==> config.mk <==
export PLATFORM = sky130hd
export DESIGN_NAME = sync_slave_tx
export DESIGN_NICKNAME = d
export VERILOG_FILES = /design/src/rtl/sstx_pkg.sv /design/src/rtl/sstx_edge_sync.sv /design/src/rtl/sstx_holding.sv /design/src/rtl/sstx_shifter.sv /design/src/rtl/sync_slave_tx.sv
export SDC_FILE = /design/constraint.sdc
export NUM_CORES = 1
export LEC_CHECK = 0
export ABC_AREA = 1
export BUFFER_PORTS_ARGS = -buffer_cell sky130_fd_sc_hd__buf_2
export CORE_MARGIN = 10
export CORE_UTILIZATION = 40
export CTS_BUF_LIST = sky130_fd_sc_hd__clkbuf_2
export CTS_CLUSTER_SIZE = 30
export DETAILED_ROUTE_END_ITERATION = 10
export SLEW_MARGIN = 20
export SYNTH_ARGS = -nofsm -noshare
export SYNTH_HDL_FRONTEND = slang
export SYNTH_SLANG_ARGS = --single-unit
==> constraint.sdc <==
create_clock -name clk_i -period 1.9 [get_ports clk_i]
set_input_delay 0.19 -clock clk_i [delete_from_list [all_inputs] [get_ports clk_i]]
set_output_delay 0.19 -clock clk_i [all_outputs]
set_load 0.02 [all_outputs]
==> src/rtl/sstx_pkg.sv <==
package sstx_pkg;
  localparam int unsigned DATA_W = 8;
  localparam int unsigned WORD_W = DATA_W + 1;
  localparam int unsigned CNT_W  = $clog2(WORD_W + 1);

  typedef logic [WORD_W-1:0] word_t;
  typedef logic [CNT_W-1:0]  cnt_t;
endpackage

==> src/rtl/sstx_edge_sync.sv <==
module sstx_edge_sync #(
  parameter int unsigned STAGES = 2
) (
  input  logic clk_i,
  input  logic rst_ni,
  input  logic async_i,
  input  logic pol_i,
  output logic shift_edge_o
);
  logic [STAGES-1:0] chain_q;
  logic              prev_q;
  logic              rise, fall;

  always_ff @(posedge clk_i or negedge rst_ni) begin
    if (!rst_ni) begin
      chain_q <= '0;
      prev_q  <= 1'b0;
    end else begin
      chain_q[0] <= async_i;
      for (int i = 1; i < STAGES; i++) chain_q[i] <= chain_q[i-1];
      prev_q <= chain_q[STAGES-1];
    end
  end

  assign rise = chain_q[STAGES-1] & ~prev_q;
  assign fall = ~chain_q[STAGES-1] & prev_q;
  assign shift_edge_o = pol_i ? rise : fall;

  // edge pulse lasts a single system cycle
  p_edge_pulse_r3: assert property (@(posedge clk_i) disable iff (!rst_ni)
    (rise || fall) |=> !(rise || fall));
endmodule

==> src/rtl/sstx_holding.sv <==
module sstx_holding
  import sstx_pkg::*;
(
  input  logic              clk_i,
  input  logic              rst_ni,
  input  logic              clear_i,
  input  logic              wr_i,
  input  logic [DATA_W-1:0] wdata_i,
  input  logic              bit9_i,
  input  logic              nine_i,
  input  logic              take_i,
  output logic              valid_o,
  output word_t             word_o,
  output logic              nine_o
);
  logic  valid_q;
  word_t word_q;
  logic  nine_q;

  always_ff @(posedge clk_i or negedge rst_ni) begin
    if (!rst_ni) begin
      valid_q <= 1'b0;
      word_q  <= '0;
      nine_q  <= 1'b0;
    end else if (clear_i) begin
      valid_q <= 1'b0;
    end else if (wr_i) begin
      valid_q <= 1'b1;
      word_q  <= {bit9_i, wdata_i};
      nine_q  <= nine_i;
    end else if (take_i) begin
      valid_q <= 1'b0;
    end
  end

  assign valid_o = valid_q;
  assign word_o  = word_q;
  assign nine_o  = nine_q;

  p_take_valid_r5: assert property (@(posedge clk_i) disable iff (!rst_ni)
    take_i |-> valid_q);
  p_wait_kept_r5: assert property (@(posedge clk_i) disable iff (!rst_ni)
    (valid_q && !take_i && !clear_i) |=> valid_q);
endmodule

==> src/rtl/sstx_shifter.sv <==
module sstx_shifter
  import sstx_pkg::*;
(
  input  logic  clk_i,
  input  logic  rst_ni,
  input  logic  active_i,
  input  logic  edge_i,
  input  logic  hold_valid_i,
  input  word_t hold_word_i,
  input  logic  hold_nine_i,
  output logic  take_o,
  output logic  busy_o,
  output logic  data_o
);
  word_t sh_q;
  cnt_t  cnt_q;
  logic  busy_q;
  logic  last;

  assign last   = (cnt_q == cnt_t'(1));
  assign take_o = active_i & hold_valid_i & (~busy_q | (edge_i & last));

  always_ff @(posedge clk_i or negedge rst_ni) begin
    if (!rst_ni) begin
      sh_q   <= '1;
      cnt_q  <= '0;
      busy_q <= 1'b0;
    end else if (!active_i) begin
      sh_q   <= '1;
      cnt_q  <= '0;
      busy_q <= 1'b0;
    end else if (take_o) begin
      sh_q   <= hold_word_i;
      cnt_q  <= hold_nine_i ? cnt_t'(WORD_W) : cnt_t'(DATA_W);
      busy_q <= 1'b1;
    end else if (busy_q && edge_i) begin
      if (last) begin
        sh_q   <= '1;
        cnt_q  <= '0;
        busy_q <= 1'b0;
      end else begin
        sh_q  <= {1'b1, sh_q[WORD_W-1:1]};
        cnt_q <= cnt_q - cnt_t'(1);
      end
    end
  end

  assign busy_o = busy_q;
  assign data_o = busy_q ? sh_q[0] : 1'b1;

  p_cnt_range_r3: assert property (@(posedge clk_i) disable iff (!rst_ni)
    busy_q |-> (cnt_q >= cnt_t'(1) && cnt_q <= cnt_t'(WORD_W)));
  p_step_r3: assert property (@(posedge clk_i) disable iff (!rst_ni)
    (active_i && busy_q && edge_i && !last) |=> (busy_q && cnt_q == $past(cnt_q) - cnt_t'(1)));
  p_abort_r1: assert property (@(posedge clk_i) disable iff (!rst_ni)
    !active_i |=> !busy_q);
endmodule

==> src/rtl/sync_slave_tx.sv <==
module sync_slave_tx
  import sstx_pkg::*;
#(
  parameter int unsigned SYNC_STAGES = 2
) (
  input  logic              clk_i,
  input  logic              rst_ni,
  input  logic              sync_mode_i,
  input  logic              port_en_i,
  input  logic              clk_master_i,
  input  logic              rx_cont_i,
  input  logic              rx_single_i,
  input  logic              tx_en_i,
  input  logic              nine_bit_i,
  input  logic              bit9_i,
  input  logic              clk_pol_i,
  input  logic              irq_en_i,
  input  logic              ext_clk_i,
  input  logic              wr_i,
  input  logic [DATA_W-1:0] wdata_i,
  output logic              data_o,
  output logic              buf_empty_o,
  output logic              irq_o,
  output logic              shift_empty_o
);
  logic  active, shift_edge, take, hold_valid, hold_nine, busy;
  word_t hold_word;

  assign active = sync_mode_i & port_en_i & ~clk_master_i &
                  ~rx_cont_i & ~rx_single_i & tx_en_i;

  sstx_edge_sync #(.STAGES(SYNC_STAGES)) u_sync (
    .clk_i, .rst_ni, .async_i(ext_clk_i), .pol_i(clk_pol_i), .shift_edge_o(shift_edge)
  );

  sstx_holding u_hold (
    .clk_i, .rst_ni, .clear_i(~active), .wr_i, .wdata_i, .bit9_i,
    .nine_i(nine_bit_i), .take_i(take), .valid_o(hold_valid),
    .word_o(hold_word), .nine_o(hold_nine)
  );

  sstx_shifter u_shift (
    .clk_i, .rst_ni, .active_i(active), .edge_i(shift_edge),
    .hold_valid_i(hold_valid), .hold_word_i(hold_word), .hold_nine_i(hold_nine),
    .take_o(take), .busy_o(busy), .data_o
  );

  assign buf_empty_o   = ~hold_valid;
  assign irq_o         = buf_empty_o & irq_en_i;
  assign shift_empty_o = ~busy;

  p_irq_gate_r6: assert property (@(posedge clk_i) disable iff (!rst_ni)
    irq_o |-> irq_en_i);
  p_idle_line_r9: assert property (@(posedge clk_i) disable iff (!rst_ni)
    shift_empty_o |-> data_o);
endmodule

==> out/metrics.yaml, run 1 <==
post-place-ws_ps: 249
drt-wirelength-per-cell_um: 12.2
fp.dieW_um: 80.7
synth.cell_area_um2: 1470
length_in_cells_of_the_worst_reg_to_reg_path: 10
start_kind: "flop"
power.share.clock: 0.327
postRouteWirelength_mm: 3.01
grt_max_degree: 29
final_cell_mix: "34 x nand2_1, 28 x nand3_1, 25 x buf_2"
post-route-min-period_ps: 1750
worst-slew-pin-transition_ps: 609
grt_antenna_before_repair: 0
multi_input_comb_area_um2: 619
combinationalPowerShare: 0.089
final_area_um2: 1710
regArea_um2: 712
finalHoldViolations: 0
yosys_warnings: 0
yosysUniqueCellTypes: 27
synth_cells: 171
internal_power_w: 0.000858
tritoncts: "yes"
post-dp-hpwl_mm: 2.17
clock_insertion_delay_worst_skew_ps: 390
detailroute.via_count: 1171
final_layout_size_suffix_gt1_frac: 0.294
layout_commonest_cell: "nand2_1"
via_count_of_the_first_global_routing_pass: 1161
min_period_over_period: 0.920
synth_sequential_area_ratio: 0.483
slew_viol_final: 0
worst_r2r_endpoint: "u_shift.sh_q[4]"
grt-ovfl-total: 0
drt_iter0_markers: 91
area_growth_pct: 16.2
route.detailed.drc: 0
gp_routability_congestion: 0.764
ys_ff_latch: 28
worstSetupEndpointType: "flop"
irDropWorstVdd_mv: 0.331
synth_fp_nets: 195
hp-class: "in2reg"
post_synth.cell_area_avg_um2: 8.61
cts_inserted_buffers: 3
worstSetupPathType: "reg2reg"
p_per_area_nw_per_um2: 645
totalPowerFinal_w: 0.00110
outcome: "finished, final reports clean"
grt_first_pass_wirelength_mm: 5.20
dpl-instance-area_um2: 1620
leakage_nw: 0.857
switching_power_w: 0.000245
ios: 26
final.setup.worst_slack_ps: 152
cts_resized: 0
antenna-diode-count: 0
worst_ep_arrival_time_ps: 2080
design.core.area_um2: 3440
htree_levels: 1
drv.max_cap_violation_count: 0
route.detailed.vias_per_inst: 4.74
die-area_um2: 6510
cts.clk_slew.worst_paths_ps: 270
chipHeight_um: 80.7
min_from: "wdata_i[3]"
maxClockFrequency_mhz: 572
finalClockSkew_ps: 26.7
max-clock-path-buffers: 2
share_seq_of_total_power: 0.584
timing.hold.worst_endpoint: "u_hold.word_o[3]"
track_usage: 0.0976
row_count: 21
report.final.setup_viol: 0
firstDrtPassIters: 4
fillers: 344
worst_r2r_startpoint: "u_shift.cnt_q[0]"
whs_path_cells: 3
crit_required_ps: 2230
ctsRootBufferMaster: "clkbuf_2"
clock-sinks: 28
final_net_count: 226
switching_share: 0.222
floorplan.initialDensity: 0.428
io_buffer_count: 25
critical_path_peak_fanout: 15
reg_to_reg_setup_timing_slack_ps: 150
antenna_left: 0
slew_headroom: 0.594
[logic make-up after synthesis]
family          count (synthesis)  share of synthesized area
simple gates                   98                      0.336
buf+inv                        28                     0.0960
mux                             3                     0.0229
fa+ha+maj                       2                     0.0170
xor+xnor                        1                    0.00595
flops                          28                      0.483
compound gates                 11                     0.0391
[worst max-delay path by stage]
stage	slack (ps)	endpoint	cells past startpoint	start
floorplan	520	u_shift.cnt_q[3]	10	u_shift.cnt_q[0]
global placement	330	u_shift.sh_q[0]	10	u_shift.cnt_q[0]
detailed placement	250	u_shift.sh_q[2]	10	u_shift.cnt_q[0]
CTS	180	u_shift.sh_q[4]	10	u_shift.cnt_q[0]
global route	-7	u_shift.sh_q[4]	10	u_shift.cnt_q[0]
finish	150	u_shift.sh_q[4]	10	u_shift.cnt_q[0]
[flip-flops by register name, summed over array words and instances, names as in the netlist]
register,cells
u_hold.valid_o,1
u_hold.word_o,9
u_shift.busy_o,1
u_sync.chain_q,2
u_shift.cnt_q,4
u_shift.sh_q,9
u_hold.nine_o,1
u_sync.prev_q,1
[final cells by class]
class | count | share of cell area
clock buffer | 3 | 0.00877
multi-input combinational | 115 | 0.362
tap | 46 | 0.0336
timing repair buffer | 32 | 0.111
sequential | 28 | 0.416
clock inverter | 1 | 0.0175
inverter | 22 | 0.0512
[repair_timing]
action                                  4_1_cts  5_1_grt
hold buffers                                  2        3
endpoints found under the setup margin        0        0
hold endpoints to repair                     20        3
setup buffers                                 0        0
[power by group through the flow]
stage	registers, W	clock network [W]	logic, W
floorplan	0.000650	0	0.0000494
global placement	0.000653	0	0.0000883
detailed placement	0.000654	0	0.0000925
CTS	0.000644	0.000369	0.0000961
global route	0.000649	0.000404	0.000114
finish	0.000644	0.000361	0.0000981
[metrics by stage]
step                      setup TNS [ps]  utilization  instances  hold slack (ps)
after detailed placement               0        0.470        238              238
final                                  0        0.497        247             19.7
after global placement                 0        0.470        238              237
after CTS                              0        0.489        244             2.68
after floorplan                        0            -        171             -106
after global routing               -7.19        0.497        247            -2.41
[per-layer routing]
metal	GRT usage	wire length [um]	up-vias
met5	0	0	-
met4	0.0260	44	0
met3	0.0256	127	7
met2	0.170	1400	31
met1	0.115	1430	535
li1	-	-	598
[synth_stat cells (all sizes together)]
cell   number  share of area
o31ai       1         0.0051
mux2        3          0.023
xnor2       1         0.0059
dfrtp      19           0.32
nand3      31           0.13
nor3        1         0.0034
ha          2          0.017
buf         6          0.037
o21ai       1         0.0034
dfstp       9           0.16
or2         4          0.017
nand4       2         0.0085
nor2       23          0.078
a21oi       9          0.031
nand2      37           0.10
inv        22          0.059
[worst max-delay path: stages, from the launching register on]
cell     delay, ps
dfrtp_1        490
ha_1           220
nand2_1         80
nor2_2          40
nand3_1         90
nand2_2         80
nand2_4        160
nand3_4        180
inv_2          200
nand2_1         70
nand2_1         70
Note: power is estimated with default switching activity, not from simulation.
==> run 2, diff against run 1 <==
--- a/config.mk
+++ b/config.mk
@@ -7,11 +7,14 @@
 export LEC_CHECK = 0
 export ABC_AREA = 1
 export BUFFER_PORTS_ARGS = -buffer_cell sky130_fd_sc_hd__buf_2
+export CAP_MARGIN = 20
 export CORE_MARGIN = 10
 export CORE_UTILIZATION = 40
 export CTS_BUF_LIST = sky130_fd_sc_hd__clkbuf_2
 export CTS_CLUSTER_SIZE = 30
 export DETAILED_ROUTE_END_ITERATION = 10
+export GPL_ROUTABILITY_DRIVEN = 0
+export MAX_ROUTING_LAYER = met4
 export SLEW_MARGIN = 20
 export SYNTH_ARGS = -nofsm -noshare
 export SYNTH_HDL_FRONTEND = slang
==> run 2 against run 1 <==
  * Routed wire length grew 0.40%
  * Clock skew is essentially flat
  * Register-to-register slack is essentially flat
  * Critical endpoint unchanged
  * Largest power group unchanged
==> out/metrics.yaml, run 2 (synthesis gave the netlist of run 1 again) <==
post-dp-hpwl_mm: 2.17  # unchanged
min_period_over_period: 0.921  # +0.00126
slew_headroom: 0.594  # about the same
firstDrtPassIters: 4  # unchanged
fp.dieW_um: 80.7  # unchanged
worstSetupPathType: "reg2reg"
cts_setup_buffers: 0  # unchanged
finalClockSkew_ps: 26.8  # +0.178 ps
area_growth_pct: 16.2  # unchanged
drv.max_cap_violation_count: 0  # unchanged
floorplan.initialDensity: 0.428  # unchanged
via_count_of_the_first_global_routing_pass: 1161  # unchanged
antenna_left: 0  # unchanged
crit_path_top_delay_cell: "dfrtp_1"
report.final.setup_viol: 0  # unchanged
route.detailed.vias_per_inst: 4.81  # +1.5%
critical_path_peak_fanout: 15  # unchanged
critical_path.cell_chain: "ha_1 -> nand2_1 -> nor2_2 -> nand3_1 -> nand2_2 -> nand2_4 -> nand3_4 -> inv_2 -> nand2_1 -> nand2_1"
layout_commonest_cell: "nand2_1"
detailroute.via_count: 1189  # +1.5%
postRouteWirelength_mm: 3.02  # +0.40%
dp_cells: 238  # unchanged
chipHeight_um: 80.7  # unchanged
post-route-min-period_ps: 1750  # +2.40 ps
worst-slew-pin-transition_ps: 609  # -0.0275 ps
fillers: 344  # unchanged
layout.core_utilization: 0.497  # unchanged
final_layout_size_suffix_gt1_frac: 0.294  # unchanged
timing.critical_path.mode_cell: "nand2_1"
cts_inserted_buffers: 3  # unchanged
hp-class: "in2reg"
grt_first_pass_wirelength_mm: 5.20  # +0.13%
start_kind: "flop"
design.core.area_um2: 3440  # unchanged
grt-ovfl-total: 0  # unchanged
row_count: 21  # unchanged
cts_resized: 0  # unchanged
drt_iter0_markers: 90  # -1.1%
power.share.clock: 0.327  # about the same
final.setup.worst_slack_ps: 150  # -2.39 ps
clock-sinks: 28  # unchanged
cts_hold_repair.buffers: 2  # unchanged
crit_required_ps: 2230  # about the same
irDropWorstVdd_mv: 0.331  # about the same
grt_antenna_before_repair: 0  # unchanged
route.detailed.drc: 0  # unchanged
htree_levels: 1  # unchanged
finalHoldViolations: 0  # unchanged
maxClockFrequency_mhz: 571  # -0.14%
cpPeakStageDelay_ps: 490  # about the same
track_usage: 0.100  # +0.00274
internal_power_w: 0.000858  # about the same
final_net_count: 226  # unchanged
grt_max_degree: 29  # unchanged
drt-wirelength-per-cell_um: 12.2  # +0.40%
max-clock-path-buffers: 2  # unchanged
ios: 26  # unchanged
switching_share: 0.222  # about the same
worstSetupEndpointType: "flop"
slew_viol_final: 0  # unchanged
die-area_um2: 6510  # unchanged
outcome: "finished, final reports clean"
worst_ep_arrival_time_ps: 2080  # about the same
share_seq_of_total_power: 0.584  # about the same
antenna-diode-count: 0  # unchanged
ctsRootBufferMaster: "clkbuf_2"
switching_power_w: 0.000245  # about the same
p_per_area_nw_per_um2: 644  # about the same
post-place-ws_ps: 249  # unchanged
combinationalPowerShare: 0.089  # about the same
cts.clk_slew.worst_paths_ps: 270  # about the same
final-instance-count-excl-fill: 247  # unchanged
final_cell_mix: "34 x nand2_1, 28 x nand3_1, 25 x buf_2"
tritoncts: "yes"
leakage_nw: 0.857  # unchanged
clock_insertion_delay_worst_skew_ps: 390  # about the same
io_buffer_count: 25  # unchanged
[run 2: cell counts in the layout (fill, tap and decap cells not counted)]
No cell type changed its count.
[run 2: through the flow]
step                      TNS (ps)  hold WS, ps  area (um^2)  total power (W)
final                            0         19.7         1710          0.00110
after CTS                        0         2.68         1680          0.00111
after floorplan                  0         -106         1470         0.000700
after detailed placement         0          238         1620         0.000746
after global routing         -7.19        -2.41         1710          0.00117
after global placement           0          237         1620         0.000741
[run 2: power groups by stage]
stage | logic (W) | clock network [W] | registers [W]
2_1_floorplan | 0.0000494 | 0 | 0.000650
4_1_cts | 0.0000961 | 0.000369 | 0.000644
5_1_grt | 0.000114 | 0.000404 | 0.000649
3_5_place_dp | 0.0000925 | 0 | 0.000654
6_report | 0.0000981 | 0.000361 | 0.000644
3_3_place_gp | 0.0000883 | 0 | 0.000653
[run 2: critical path, delay by kind of cell (launching register included)]
kind	cells	cell delay, ps
adders and majority gates	1	220
buffers and inverters	1	200
DFF	1	490
and+or+nand+nor	8	770
[run 2: path summary, 6_finish.rpt]
| path | start | end | slack [ps] | cells past startpoint |
|---|---|---|---|---|
| setup / recovery | u_shift.cnt_q[0] | u_shift.sh_q[4] | 150 | 10 |
| hold / removal | wdata_i[3] | u_hold.word_o[3] | 20 | 3 |
| setup reg to reg | u_shift.cnt_q[0] | u_shift.sh_q[4] | 150 | 10 |
| hold reg to reg | u_sync.chain_q[0] | u_sync.chain_q[1] | 390 | 0 |
| max in group asynchronous | rst_ni | u_shift.sh_q[6] | 1190 | 2 |
| min in group asynchronous | rst_ni | u_sync.prev_q | 290 | 2 |
[run 2: cell type report]
cell class,count,area (um^2),share of cell area
well taps,46,57.6,0.0336
clock inverters,1,30.0,0.0175
flip-flops and latches,28,712,0.416
multi-input cells,115,619,0.362
clock buffers,3,15.0,0.00877
repair buffers,32,190,0.111
inverters,22,87.6,0.0512
[run 2: layer usage]
layer	routed length (um)	vias up	share of wire	GRT usage
li1	-	598	-	-
met1	1420	544	0.47	0.116
met2	1410	36	0.47	0.170
met3	125	11	0.041	0.0245
met4	59	0	0.020	0.0260
met5	0	-	0	-
==> run 3, diff against run 2 <==
--- a/config.mk
+++ b/config.mk
@@ -6,13 +6,13 @@
 export NUM_CORES = 1
 export LEC_CHECK = 0
 export ABC_AREA = 1
-export BUFFER_PORTS_ARGS = -buffer_cell sky130_fd_sc_hd__buf_2
-export CAP_MARGIN = 20
+export CAP_MARGIN = 0
 export CORE_MARGIN = 10
 export CORE_UTILIZATION = 40
 export CTS_BUF_LIST = sky130_fd_sc_hd__clkbuf_2
 export CTS_CLUSTER_SIZE = 30
 export DETAILED_ROUTE_END_ITERATION = 10
+export DONT_BUFFER_PORTS = 1
 export GPL_ROUTABILITY_DRIVEN = 0
 export MAX_ROUTING_LAYER = met4
 export SLEW_MARGIN = 20
==> run 3 against run 2 <==
  * Critical path depth is the same
  * Clock power decreased by 43%
  * Global-route usage hardly changed
  * Worst setup slack better by 46 ps
==> out/metrics.yaml, run 3 (synthesis gave the netlist of run 1 again) <==
outcome: "finished, final reports clean"
io_buffer_count: 0  # -100%
design.core.area_um2: 3440  # unchanged
floorplan.initialDensity: 0.428  # unchanged
drt_iter0_markers: 65  # -28%
drv.max_cap_violation_count: 0  # unchanged
worst_ep_arrival_time_ps: 2000  # -80 ps
detailroute.via_count: 1116  # -6.1%
finalClockSkew_ps: 17.0  # -9.88 ps
layout.core_utilization: 0.482  # -0.0149
cts.clk_slew.worst_paths_ps: 240  # -30 ps
antenna_left: 0  # unchanged
timing.hold.ws_ps: 74.5  # +54.8 ps
max-clock-path-buffers: 2  # unchanged
cts_setup_buffers: 0  # unchanged
maxClockFrequency_mhz: 587  # +2.7%
slew_viol_final: 0  # unchanged
layout_commonest_cell: "nand2_1"
postRouteWirelength_mm: 2.90  # -4.0%
final_net_count: 210  # -7.1%
chipHeight_um: 80.7  # unchanged
post-dp-hpwl_mm: 2.12  # -2.2%
area_growth_pct: 12.7
ios: 26  # unchanged
irDropWorstVdd_mv: 0.449  # +36%
post-place-ws_ps: 269  # +20.0 ps
report.final.setup_viol: 0  # unchanged
die-area_um2: 6510  # unchanged
setup-tns-final_ps: 0  # unchanged
totalPowerFinal_w: 0.000945  # -14%
final_layout_size_suffix_gt1_frac: 0.184  # -0.110
hp-class: "in2reg"
drt-wirelength-per-cell_um: 12.5  # +2.6%
firstDrtPassIters: 5  # +1
finalHoldViolations: 0  # unchanged
leakage_nw: 0.794  # -7.4%
htree_levels: 1  # unchanged
final.setup.worst_slack_ps: 196  # +46.2 ps
antenna-diode-count: 0  # unchanged
via_count_of_the_first_global_routing_pass: 1145  # -1.4%
row_count: 21  # unchanged
tritoncts: "yes"
clock_insertion_delay_worst_skew_ps: 350  # -40 ps
grt_antenna_before_repair: 0  # unchanged
grt_first_pass_wirelength_mm: 5.22  # +0.27%
cts_inserted_buffers: 3  # unchanged
ctsRootBufferMaster: "clkbuf_2"
final_cell_mix: "34 x nand2_1, 28 x nand3_1, 20 x inv_1"
min_period_over_period: 0.897  # -0.0243
route.detailed.drc: 0  # unchanged
fp.dieW_um: 80.7  # unchanged
worst-slew-pin-transition_ps: 408  # -201 ps
grt-ovfl-total: 0  # unchanged
route.detailed.vias_per_inst: 4.83  # +0.36%
critical_path_peak_fanout: 15  # unchanged
clock-sinks: 28  # unchanged
track_usage: 0.100  # -0.000304
worstSetupEndpointType: "flop"
crit_required_ps: 2200  # -30 ps
grt_max_degree: 29  # unchanged
slew_headroom: 0.728  # +0.134
p_per_area_nw_per_um2: 569  # -12%
start_kind: "flop"
worstSetupPathType: "reg2reg"
post-route-min-period_ps: 1700  # -46.2 ps
grt_setup_unrepaired: "false"
## run 3: changes by cell type in the layout (fill, tap and decap cells not counted), sizes merged
cell,previous run,this run
buf,27,3
bufinv,1,0
clkinv,0,1
dlygate4sd3,5,13
## run 3: path summary, 6_finish.rpt
kind                                    from           endpoint  slack, ps  cells past startpoint
max in group asynchronous             rst_ni    u_shift.sh_q[3]       1410                      2
min                              rx_single_i     u_shift.busy_o         70                      3
max                         u_shift.cnt_q[0]    u_shift.sh_q[2]        200                     10
max reg2reg                 u_shift.cnt_q[0]    u_shift.sh_q[2]        200                     10
min reg2reg                u_sync.chain_q[0]  u_sync.chain_q[1]        380                      0
min in group asynchronous             rst_ni  u_sync.chain_q[0]        240                      2
## run 3: routing by layer
layer,routed length [um],part of all wire,global-route usage,vias to the layer above
li1,-,-,-,571
met1,1300,0.45,0.119,518
met2,1470,0.51,0.164,25
met3,110,0.038,0.0312,2
met4,22,0.0076,0.0173,0
met5,0,0,-,-
## run 3: final cells by class
type | instances | area, um^2
Clock buffer | 3 | 15.0
Clock inverter | 1 | 3.75
Fill cell | 332 | 1780
Inverter | 22 | 87.6
Multi-Input combinational cell | 115 | 619
Sequential cell | 28 | 712
Tap cell | 46 | 57.6
Timing Repair Buffer | 16 | 165
## run 3: power breakdown
group / switching (W) / internal, W / leakage, nW
Sequential: 0.0000124 / 0.000632 / 0.321
Combinational: 0.0000505 / 0.0000449 / 0.459
Clock: 0.000160 / 0.0000458 / 0.0140
Total: 0.000223 / 0.000722 / 0.794
## run 3: critical path: stages, from the launching register on
cell,delay (ps)
dfrtp_1,500
ha_1,220
nand2_1,80
nor2_2,40
nand3_1,80
nand2_2,70
nand2_4,160
nand3_4,170
inv_2,190
nand2_1,80
nand2_1,70
## run 3: stage by stage
| stage | instances | instance area, um^2 |
|---|---|---|
| after floorplan | 171 | 1470 |
| after global placement | 213 | 1490 |
| after detailed placement | 213 | 1490 |
| after CTS | 230 | 1650 |
| after global routing | 231 | 1660 |
| final | 231 | 1660 |
## run 3: timing repair
item | 4_1_cts | 5_1_grt
hold endpoints to repair | 39 | 1
gates resized for setup | 0 | 0
hold buffers | 13 | 1
